`src/rtl/lut_trig_pkg.sv`:
```
package lut_trig_pkg;
  localparam int NCH  = 16;
  localparam int QW   = 4;
  localparam int NQ   = NCH / QW;
  localparam int TD   = 1 << QW;
  localparam int CW   = $clog2(TD);

  typedef logic [TD-1:0] tbl_t;

  typedef struct packed {
    tbl_t [NQ-1:0] lvl;
    tbl_t [NQ-1:0] tr0;
    tbl_t [NQ-1:0] tr1;
    tbl_t          glue;
    tbl_t          glue2;
    tbl_t          comb;
  } tbl_set_t;

  // Power-up contents: every sample qualifies once armed.
  function automatic tbl_set_t default_tables();
    tbl_set_t r;
    for (int q = 0; q < NQ; q++) begin
      r.lvl[q] = '1;
      r.tr0[q] = '1;
      r.tr1[q] = '1;
    end
    r.glue  = '1;
    r.glue2 = '1;
    r.comb  = 16'hA000;
    return r;
  endfunction

  // Scatter one bit column from the two held bytes into every table.
  function automatic tbl_set_t write_column(input tbl_set_t s, input logic [CW-1:0] col,
                                            input logic [6:0] b0, input logic [7:0] b1);
    tbl_set_t r;
    r = s;
    for (int q = 0; q < NQ; q++) begin
      r.lvl[q][col] = b0[q];
      r.tr0[q][col] = b1[q];
      r.tr1[q][col] = b1[NQ+q];
    end
    r.glue[col]  = b0[4];
    r.glue2[col] = b0[5];
    r.comb[col]  = b0[6];
    return r;
  endfunction

  function automatic logic [3:0] glue_index(input logic p1, input logic c1,
                                            input logic p0, input logic c0);
    return {p1, c1, p0, c0};
  endfunction

  function automatic logic [3:0] comb_index(input logic g, input logic g2, input logic lv);
    return {1'b1, g, g2, lv};
  endfunction
endpackage

```
`src/rtl/lut_trig_loader.sv`:
```
module lut_trig_loader
  import lut_trig_pkg::*;
#(
  parameter logic [3:0] SEL_OP = 4'h3
) (
  input  logic     clk,
  input  logic     rst_n,
  input  logic     cfg_wr,
  input  logic     cfg_sel,
  input  logic [7:0] cfg_data,
  output tbl_set_t tbls,
  output logic     byte_cnt
);
  logic [6:0] hold0;
  logic [7:0] hold1;
  logic       sel_ok;

  assign sel_ok = cfg_wr && cfg_sel && (cfg_data[7:4] == SEL_OP);

  always_ff @(posedge clk or negedge rst_n) begin
    if (!rst_n) begin
      tbls     <= default_tables();
      hold0    <= '0;
      hold1    <= '0;
      byte_cnt <= 1'b0;
    end else if (cfg_wr) begin
      if (cfg_sel) begin
        byte_cnt <= 1'b0;
        if (sel_ok) tbls <= write_column(tbls, cfg_data[CW-1:0], hold0, hold1);
      end else begin
        if (byte_cnt) hold1 <= cfg_data;
        else          hold0 <= cfg_data[6:0];
        byte_cnt <= ~byte_cnt;
      end
    end
  end
endmodule

```
`src/rtl/lut_trig_stage.sv`:
```
module lut_trig_stage
  import lut_trig_pkg::*;
(
  input  tbl_t [NQ-1:0]  tabs,
  input  logic [NCH-1:0] din,
  output logic           hit
);
  logic [NQ-1:0] qhit;

  for (genvar q = 0; q < NQ; q++) begin : g_quad
    assign qhit[q] = tabs[q][din[q*QW +: QW]];
  end

  assign hit = &qhit;
endmodule

```
`src/rtl/lut_trig_eval.sv`:
```
module lut_trig_eval
  import lut_trig_pkg::*;
#(
  parameter logic [3:0] SEL_OP = 4'h3
) (
  input  logic        clk,
  input  logic        rst_n,
  input  logic        arm,
  input  logic [15:0] din,
  input  logic        cfg_wr,
  input  logic        cfg_sel,
  input  logic [7:0]  cfg_data,
  output logic        trig
);
  tbl_set_t   tbls;
  logic       byte_cnt;
  logic       lvl_hit, tr0_cur, tr1_cur;
  logic       tr0_prev_q, tr1_prev_q, tr0_prev, tr1_prev;
  logic       armed, primed;
  logic [3:0] g_idx, c_idx;
  logic       glue_hit, glue2_hit, fire;

  lut_trig_loader #(.SEL_OP(SEL_OP)) u_load (
    .clk(clk), .rst_n(rst_n), .cfg_wr(cfg_wr), .cfg_sel(cfg_sel),
    .cfg_data(cfg_data), .tbls(tbls), .byte_cnt(byte_cnt)
  );

  lut_trig_stage u_lvl (.tabs(tbls.lvl), .din(din), .hit(lvl_hit));
  lut_trig_stage u_tr0 (.tabs(tbls.tr0), .din(din), .hit(tr0_cur));
  lut_trig_stage u_tr1 (.tabs(tbls.tr1), .din(din), .hit(tr1_cur));

  // Until the first armed sample is taken, previous equals current.
  assign tr0_prev  = primed ? tr0_prev_q : tr0_cur;
  assign tr1_prev  = primed ? tr1_prev_q : tr1_cur;
  assign g_idx     = glue_index(tr1_prev, tr1_cur, tr0_prev, tr0_cur);
  assign glue_hit  = tbls.glue[g_idx];
  assign glue2_hit = tbls.glue2[g_idx];
  assign c_idx     = comb_index(glue_hit, glue2_hit, lvl_hit);
  assign fire      = armed && tbls.comb[c_idx];

  always_ff @(posedge clk or negedge rst_n) begin
    if (!rst_n) begin
      armed      <= 1'b0;
      primed     <= 1'b0;
      tr0_prev_q <= 1'b0;
      tr1_prev_q <= 1'b0;
      trig       <= 1'b0;
    end else if (arm) begin
      armed  <= 1'b1;
      primed <= 1'b0;
      trig   <= 1'b0;
    end else if (armed) begin
      tr0_prev_q <= tr0_cur;
      tr1_prev_q <= tr1_cur;
      trig       <= fire;
      primed     <= !fire;
      armed      <= !fire;
    end else begin
      trig <= 1'b0;
    end
  end
endmodule

```
`config.mk`:
```
export PLATFORM = sky130hd
export DESIGN_NAME = lut_trig_eval
export DESIGN_NICKNAME = d
export VERILOG_FILES = /design/src/rtl/lut_trig_pkg.sv /design/src/rtl/lut_trig_loader.sv /design/src/rtl/lut_trig_stage.sv /design/src/rtl/lut_trig_eval.sv
export SDC_FILE = /design/constraint.sdc
export NUM_CORES = 1
export LEC_CHECK = 0
export BUFFER_PORTS_ARGS = -buffer_cell sky130_fd_sc_hd__buf_2
export CAP_MARGIN = 10
export CORE_ASPECT_RATIO = 0.5
export CORE_UTILIZATION = 63
export CTS_BUF_LIST = sky130_fd_sc_hd__clkbuf_8 sky130_fd_sc_hd__clkbuf_16
export DETAILED_ROUTE_END_ITERATION = 12
export PLACE_DENSITY = 0.8
export SYNTH_ARGS = -nofsm -noshare
export SYNTH_HDL_FRONTEND = slang
export SYNTH_SLANG_ARGS = --single-unit
```
`constraint.sdc`:
```
create_clock -name clk -period 4.4 [get_ports clk]
set_input_delay 0.88 -clock clk [delete_from_list [all_inputs] [get_ports clk]]
set_output_delay 0.88 -clock clk [all_outputs]
set_load 0.01 [all_outputs]
```
==> results_dict.tcl, run 1 <==
set metrics [dict create \
    status "finished clean" \
    cap_violations 0 \
    setup_tns_ns 0 \
    synth_area_um2 11900 \
    timing_worst_setup_path_type "primary input to register" \
    finalPower_mw 4.97 \
    start_kind "primary input" \
    post_cts_resized 0 \
    final_util_pct 70.7 \
    grt_use_met2_pct 42.8 \
    dieArea_um2 19400 \
    clock_skew_ns 0.0122 \
    synth-edff-count 0 \
    met3_usage_pct 5.37 \
    start_util_pct 64.4 \
    async_flop_share_pct 100 \
    avgRoutedWirePerCell_um 25.1 \
    gp_congestion 0.853 \
    endpoint_kind "register" \
    io_buffers 29 \
    yosysTopAreaCellShare_pct 50.0 \
    die_y_um 99.0 \
    cp_max_fo 12 \
    clock_latency_ns 0.51 \
    cts_tree "built" \
    rsz0062_at_grt "false" \
    cts_buffer_depth 3 \
    ys_ff_latch 253 \
    dpl_worst_slack_ns 0.571 \
    grt_overflow_total 0 \
    first_pass_iters 4 \
    ys_warn_count 0 \
    drv_slew 0 \
    drt_iter0_drc 505 \
    grt_start_max_net_pins 113 \
    first_global_vias 6952 \
    final_common_cell "mux2_2" \
    ys_types 48 \
    fmaxAchievable_ghz 0.296 \
    synth_cells 751 \
    synth_top_cells_by_area "dfstp_2, mux2_2, mux4_2" \
    hold_violations 0 \
    cp.arrival_ns 3.77 \
    io_pins 30 \
    via_per_inst 6.40 \
    synth.net_count 780 \
    die_w_um 196 \
    cts_inserted_buffers 22 \
    power.density_nw_per_um2 381 \
    layout-drive-gt1-share_pct 78.5 \
    top_usage_layer "met1" \
    clkSinkCount 253 \
    synth_flop_cell "dfstp_2" \
    peakVddDrop_uv 291 \
    hold_class "primary input to async pin" \
    setup-violations-final 0 \
    finalCriticalPeriod_ns 3.37 \
    rows 35 \
    relSlewSlack_pct 22.8 \
    final_cell_mix "mux2_2, dfstp_2, mux4_2" \
    htreeDepth 1 \
    fill_cells 1139 \
    grt_antenna_before_repair 0 \
    layout.nets 798 \
    clk_pin_slew_ns 0.07 \
    vias 6685 \
    regArea_um2 6610 \
    root_buffer "clkbuf_16" \
    final_cell_area_um2 13000 \
    track_usage_pct 28.4 \
    final.setup.worst_slack_ns 1.03 \
    worst_pin_slew_ns 1.16 \
    drc_errors 0 \
    core_area_um2 18400 \
    yosysTopAreaCell "dfstp_2" \
    multi_input_area_um2 5010 \
    placed_area_um2 12300 \
    post_cts_buffers 0 \
    grt_pass1_wl_um 41200 \
    postCtsHoldBufs 0 \
    p_leak_nw 5.39 \
    ant_nets 0 \
    ys_seq_area_share_pct 55.7 \
    hpwl_um 16900 \
    finalWirelength_um 26200 \
    grt_util_met1_pct 43.3 \
    postSynthAreaPerCell_um2 15.8 \
    area_delta_synth_final_pct 9.91 \
    required_ns 4.80 \
    fin_crit_sh_pct 76.7 \
]
==> synthesized netlist by cell type, types with 6 or more instances <==
cell type and count:
clkbuf_1 41, dfrtp_1 27, dfstp_2 226, mux2_2 253, mux2i_1 25, mux4_1 12
mux4_2 39, nand2_1 13, nand3_1 14, nor2_1 17, o211ai_1 7, o21ai_0 6
==> where the power goes <==
part	switching (mW)	leakage, nW	internal [mW]
combinational	0.140	2.32	0.150
sequential	0.195	2.67	2.48
clock	0.840	0.399	1.17
==> path summary, 6_finish.rpt <==
kind	from	to	slack [ns]	depth (start not counted)
setup / recovery	din[4]	trig	1.03	11
hold / removal	rst_n	tr0_prev_q	0.43	1
setup reg to reg	u_load.tbls[67]	trig	1.32	10
hold reg to reg	u_load.tbls[12]	u_load.tbls[12]	0.51	1
max in group asynchronous	rst_n	u_load.tbls[151]	3.00	2
min in group clk	u_load.tbls[12]	u_load.tbls[12]	0.51	1
==> registers in the layout, summed over array words and instances (netlist names) <==
signal,cells
u_load.hold0,7
tr0_prev_q,1
u_load.tbls,232
u_load.hold1,8
trig,1
primed,1
armed,1
tr1_prev_q,1
u_load.byte_cnt,1
==> worst max-delay path, stage by stage <==
cell and delay, ns:
buf_2 0.34, mux4_1 0.32, mux2i_1 0.10, mux2i_1 0.28, nand4_2 0.36, o21ai_0 0.46
o211ai_1 0.17, a32oi_2 0.29, mux2i_1 0.12, mux2_4 0.29, nor3b_2 0.16
==> area by class of cell <==
| class | count | area share (%) |
|---|---|---|
| Multi-Input combinational cell | 440 | 38.4 |
| Timing Repair Buffer | 47 | 2.42 |
| Clock buffer | 29 | 5.05 |
| Sequential cell | 253 | 50.7 |
| Inverter | 5 | 0.144 |
| Clock inverter | 11 | 0.748 |
| Tap cell | 259 | 2.48 |
| Antenna cell | 1 | 0.0192 |
==> routing by layer <==
layer  vias to the layer above  wire length [um]
met1                      3602             12400
met3                        30              1440
met2                       200             12000
li1                       2853                 -
met5                         -                 0
met4                         0               421
==> through the flow <==
stage,hold slack (ns),instances
detailed placement,0.493,1004
finish,0.433,1045
CTS,0.461,1044
global route,0.497,1044
floorplan,0.477,751
global placement,0.486,1004
==> cells by family after synthesis <==
kind of cell	Yosys count	synth area share, %
mux	331	36.4
flops	253	55.7
buf+inv	58	2.21
compound gates	40	2.55
simple gates	69	3.07
(Power assumes the default switching activity.)
==> run 2: changes to the inputs <==
ABC_AREA = 1   (was unset)
clock period = 3.4 ns   (was 4.4 ns; I/O delays follow)
==> results_dict.tcl, run 2 <==
set metrics [dict create \
    setup_tns_ns 0 \
    layout.nets 1467 \
    start_util_pct 64.6 \
    root_buffer "clkbuf_16" \
    yosysTopAreaCell "dfstp_2" \
    rows 35 \
    yosysTopAreaCellShare_pct 49.6 \
    clock_latency_ns 0.52 \
    cp_max_fo 13 \
    yosysMostFrequentCell "nand2_1" \
    final_util_pct 69.9 \
    async_flop_share_pct 100 \
    synth_area_um2 12000 \
    peakVddDrop_uv 358 \
    area_delta_synth_final_pct 8.15 \
    hold_violations 0 \
    drc_errors 0 \
    synthAdderAreaFrac_pct 0 \
    via_per_inst 6.00 \
    synth_top_cells_by_count "nand2_1, o21ai_0, dfstp_2" \
    rsz0062_at_grt "false" \
    track_usage_pct 32.7 \
    top_register "u_load.tbls" \
    gp_congestion 0.900 \
    final_cell_mix "nand2_1, o21ai_0, dfstp_2" \
    cts_tree "built" \
    clock_skew_ns 0.0109 \
    htreeDepth 1 \
    top_regs "u_load.tbls (232), u_load.hold1 (8), u_load.hold0 (7)" \
    cts_buffer_depth 3 \
    final-instance-count-excl-fill 1714 \
    avgRoutedWirePerCell_um 18.1 \
    synth_top_cells_by_area "dfstp_2, nand2_1, o21ai_0" \
    post_cts_resized 0 \
    post_cts_buffers 0 \
    hpwl_um 18900 \
    ant_nets 0 \
    start_kind "primary input" \
    ys_warn_count 0 \
    endpoint_kind "register" \
    synth-edff-count 0 \
    drt_iter0_drc 1102 \
    synth_top_family_by_area "simple AND/OR/NAND/NOR gates" \
    largest_register_ffs 232 \
    synth_xor_area_share_pct 0 \
    synth-simple-area-share_pct 25.0 \
    setup-violations-final 0 \
    ys_types 29 \
    clkSinkCount 253 \
    power.density_nw_per_um2 515 \
    timing_worst_setup_path_type "primary input to register" \
    grt_overflow_total 0 \
    grt_antenna_before_repair 1 \
    io_pins 30 \
    required_ns 3.81 \
    first_pass_iters 6 \
    placed_cells 1672 \
    worst_pin_slew_ns 1.17 \
    drv_slew 0 \
    cp.arrival_ns 3.20 \
    final_common_cell "nand2_1" \
    synth_mux_area_share_pct 0 \
    ys_seq_area_share_pct 55.2 \
    grt_pass1_wl_um 50000 \
    postSynthAreaPerCell_um2 8.27 \
    core_area_um2 18500 \
    die_y_um 99.5 \
    vias 10281 \
    cts_inserted_buffers 23 \
    ys_ff_latch 253 \
    synth.net_count 1477 \
    fin_crit_sh_pct 82.1 \
    io_buffers 29 \
    first_global_vias 9653 \
    dieArea_um2 19600 \
    postCtsHoldBufs 0 \
    synth_cells 1448 \
    grt_start_max_net_pins 86 \
    finalCriticalPeriod_ns 2.79 \
    hold_class "primary input to async pin" \
    synth-compound-area-share_pct 13.4 \
    synth_flop_cell "dfstp_2" \
    status "finished clean" \
    finalWirelength_um 31000 \
    clk_pin_slew_ns 0.07 \
    cap_violations 0 \
    finalPower_mw 6.67 \
    layout-drive-gt1-share_pct 23.7 \
    relSlewSlack_pct 21.8 \
    die_w_um 197 \
    p_leak_nw 5.12 \
    fmaxAchievable_ghz 0.358 \
]
## run 2: kinds of logic (layout without fill, tap and decap cells)
| group | Yosys count | in the layout |
|---|---|---|
| buf+inv | 163 | 169 |
| compound gates | 313 | 313 |
| flops | 253 | 253 |
| simple gates | 719 | 719 |
| other cells | 0 | 1 |
## run 2: report_power, final
part           internal [mW]  switching, mW
registers               3.20         0.0884
logic                  0.220          0.603
clock network           1.43           1.14
total                   4.84           1.83
## run 2: metrics by stage
stage	setup slack, ns	hold slack [ns]	instance area, um^2
final	0.609	0.169	13000
after global placement	0.278	0.463	12200
after CTS	0.732	0.176	12900
after floorplan	1.01	0.384	12000
after detailed placement	0.201	0.469	12200
after global routing	0.423	0.216	13000
## run 2: layer usage
layer | share of wire (%) | up-vias | global-route usage, %
li1 | - | 4707 | -
met1 | 42 | 5020 | 46.6
met2 | 47 | 498 | 51.1
met3 | 9.2 | 56 | 6.61
met4 | 2.0 | 0 | 9.78
met5 | 0 | - | 0
## run 2: cell type report
cell class / instances / area, um^2
Clock buffer: 27 / 642
Antenna cell: 1 / 2.50
Inverter: 75 / 299
Sequential cell: 253 / 6610
Tap cell: 259 / 324
Multi-Input combinational cell: 1032 / 4600
Clock inverter: 14 / 101
Timing Repair Buffer: 53 / 373
Fill cell: 1373 / 5570
## run 2: worst paths after layout
path,from,to,slack (ns),cells past startpoint
setup / recovery,din[9],armed,0.61,20
max in group asynchronous,rst_n,u_load.tbls[166],2.38,2
min in group clk,arm,armed,0.39,3
setup reg to reg,u_load.tbls[91],armed,0.82,19
hold reg to reg,u_load.tbls[9],u_load.tbls[9],0.48,2
hold / removal,rst_n,tr1_prev_q,0.17,1
## run 2: worst max-delay path, stage by stage
cell,delay [ns]
buf_2,0.27
inv_1,0.29
nand3_1,0.16
nand3_1,0.08
nand2_1,0.09
nand2_1,0.06
nand2_1,0.08
nand2_1,0.14
inv_1,0.11
nand2_1,0.24
inv_1,0.29
nand2_1,0.08
nand3_1,0.09
nand3_1,0.08
nand3_1,0.10
nand3_1,0.10
nand3_2,0.08
nand2_1,0.07
nand2_1,0.06
nand2_1,0.05
==> run 3: changes to the inputs <==
CORE_UTILIZATION = 57   (was 63)
PLACE_DENSITY = 0.77   (was 0.8)
clock period = 2.25 ns   (was 3.4 ns; I/O delays follow)
==> results_dict.tcl, run 3 (same netlist as run 2, synthesis figures left out) <==
set metrics [dict create \
    status "finished with violations" \
    violations "negative setup slack" \
    drv_slew 0 \
    rows 37 \
    largest_register_ffs 232 \
    grt_overflow_total 0 \
    p_leak_nw 5.49 \
    comb_power_share_pct 13.3 \
    critical_path.max_stage_delay_ns 0.54 \
    cp.arrival_ns 2.67 \
    drc_errors 0 \
    critPathTopFamily "compound AO/OA/AOI/OAI gates" \
    clkSinkCount 253 \
    die_w_um 207 \
    critPathMostFrequentCell "o21ai_0" \
    clk_pin_slew_ns 0.06 \
    io_buffers 29 \
    p_sw_mw 2.77 \
    finalCriticalPeriod_ns 2.27 \
    cts_tree "built" \
    die_y_um 104 \
    htreeDepth 1 \
    ant_nets 0 \
    placed_area_um2 12700 \
    cp_max_fo 6 \
    first_pass_iters 7 \
    worstPathCellList "o21ai_0 -> o22ai_1 -> o21ai_0 -> o22ai_1 -> nand2_2 -> inv_2 -> nand2_2 -> nand2_1 -> o21ai_0 -> inv_1 -> nand3_2 -> nand3_2 -> nand3_1 -> nand2_1 -> inv_1" \
    start_util_pct 58.3 \
    dpl_worst_slack_ns -0.331 \
    peakVddDrop_uv 423 \
    fill_cells 1669 \
    via_per_inst 5.87 \
    swShare_pct 26.8 \
    layout.nets 1521 \
    top_regs "u_load.tbls (232), u_load.hold1 (8), u_load.hold0 (7)" \
    root_buffer "clkbuf_16" \
    dieArea_um2 21600 \
    worst_pin_slew_ns 0.585 \
    power.density_nw_per_um2 757 \
    grt_start_max_net_pins 65 \
    top_register "u_load.tbls" \
    regArea_um2 6610 \
    setup-violations-final 2 \
    fmaxAchievable_ghz 0.441 \
    grt_antenna_before_repair 0 \
    cap_violations 0 \
    final.setup.worst_slack_ns -0.0188 \
    clock_latency_ns 0.52 \
    avgRoutedWirePerCell_um 18.3 \
    multi_input_area_um2 4730 \
    required_ns 2.65 \
    area_delta_synth_final_pct 14.1 \
    post_cts_buffers 0 \
    hold_violations 0 \
    core_area_um2 20600 \
    clock_skew_ns 0.0189 \
    first_global_vias 10068 \
    final_cell_mix "nand2_1, o21ai_0, dfstp_2" \
    cp_num_buf_inv 3 \
    cts_buffer_depth 3 \
    fin_crit_sh_pct 101 \
    gp_congestion 0.891 \
    endpoint_kind "register" \
    cpMaxStageDelayCell "dfstp_2" \
    hpwl_um 20200 \
    layout-drive-gt1-share_pct 28.2 \
    rsz0062_at_grt "true" \
    io_pins 30 \
    start_kind "register" \
    relSlewSlack_pct 60.9 \
    final_common_cell "nand2_1" \
    drt_iter0_drc 1180 \
    track_usage_pct 31.3 \
    diodes 0 \
    cts_inserted_buffers 23 \
    grt_pass1_wl_um 53100 \
    timing_worst_setup_path_type "register to register" \
    clkPwrFrac_pct 38.6 \
    hold_class "primary input to register" \
    final_cell_area_um2 13700 \
    internal_power_mw 7.57 \
    pwr-share-seq_pct 48.1 \
    finalWirelength_um 32500 \
    vias 10432 \
]
## run 3: cell types whose count changed in the layout (fill, tap and decap cells not counted), sizes merged
cell	change
diode	-1
clkinv	-10
dlygate4sd3	+1
clkinvlp	-1
inv	+5
bufinv	+1
buf	+52
clkbuf	+3
## run 3: power groups by stage
stage | clock, mW | combinational [mW] | sequential (mW)
after floorplan | 0 | 0.861 | 4.98
after global placement | 0 | 1.28 | 5.03
after detailed placement | 0 | 1.31 | 5.03
after CTS | 4.02 | 1.33 | 4.97
after global routing | 4.20 | 1.56 | 4.99
final | 3.99 | 1.38 | 4.97
## run 3: per-layer routing
layer  up-vias  global-route usage [%]  wire length [um]
met5         -                       0                 0
met4         0                    8.50               878
met3        72                    4.45              2790
met2       468                    48.3             14900
met1      5090                    46.4             14000
li1       4802                       -                 -
## run 3: cell type report
cell class	instances	area share, %
flip-flops and latches	253	48.4
well taps	273	2.50
inverters	75	2.23
multi-input cells	1032	34.6
repair buffers	107	6.69
clock inverters	9	0.677
clock buffers	29	4.90
## run 3: path summary, 6_finish.rpt
path / start / endpoint / slack, ns / cells after the start
max: u_load.tbls[197] / primed / -0.02 / 15
min: cfg_wr / u_load.byte_cnt / 0.18 / 2
max reg2reg: u_load.tbls[197] / primed / -0.02 / 15
min reg2reg: u_load.tbls[53] / u_load.tbls[53] / 0.49 / 2
max in group asynchronous: rst_n / u_load.tbls[117] / 0.98 / 3
min in group asynchronous: rst_n / trig / 0.49 / 2
## run 3: timing repair
item,in CTS,in global routing
gates resized for setup,5,35
pin swaps,2,18
hold buffers,1,0
hold endpoints to repair,11,0
gates cloned,0,1
setup endpoints to repair,3,3
## run 3: through the flow
| stage | hold WS, ns | TNS (ns) | utilization [%] | instances | total power, mW |
|---|---|---|---|---|---|
| finish | 0.178 | -0.0192 | 66.5 | 1778 | 10.3 |
| global route | 0.195 | -0.687 | 66.5 | 1778 | 10.7 |
| CTS | 0.171 | 0 | 65.7 | 1777 | 10.3 |
| detailed placement | 0.438 | -0.984 | 61.9 | 1738 | 6.34 |
| global placement | 0.430 | -0.998 | 61.9 | 1738 | 6.31 |
| floorplan | 0.154 | 0 | - | 1448 | 5.84 |
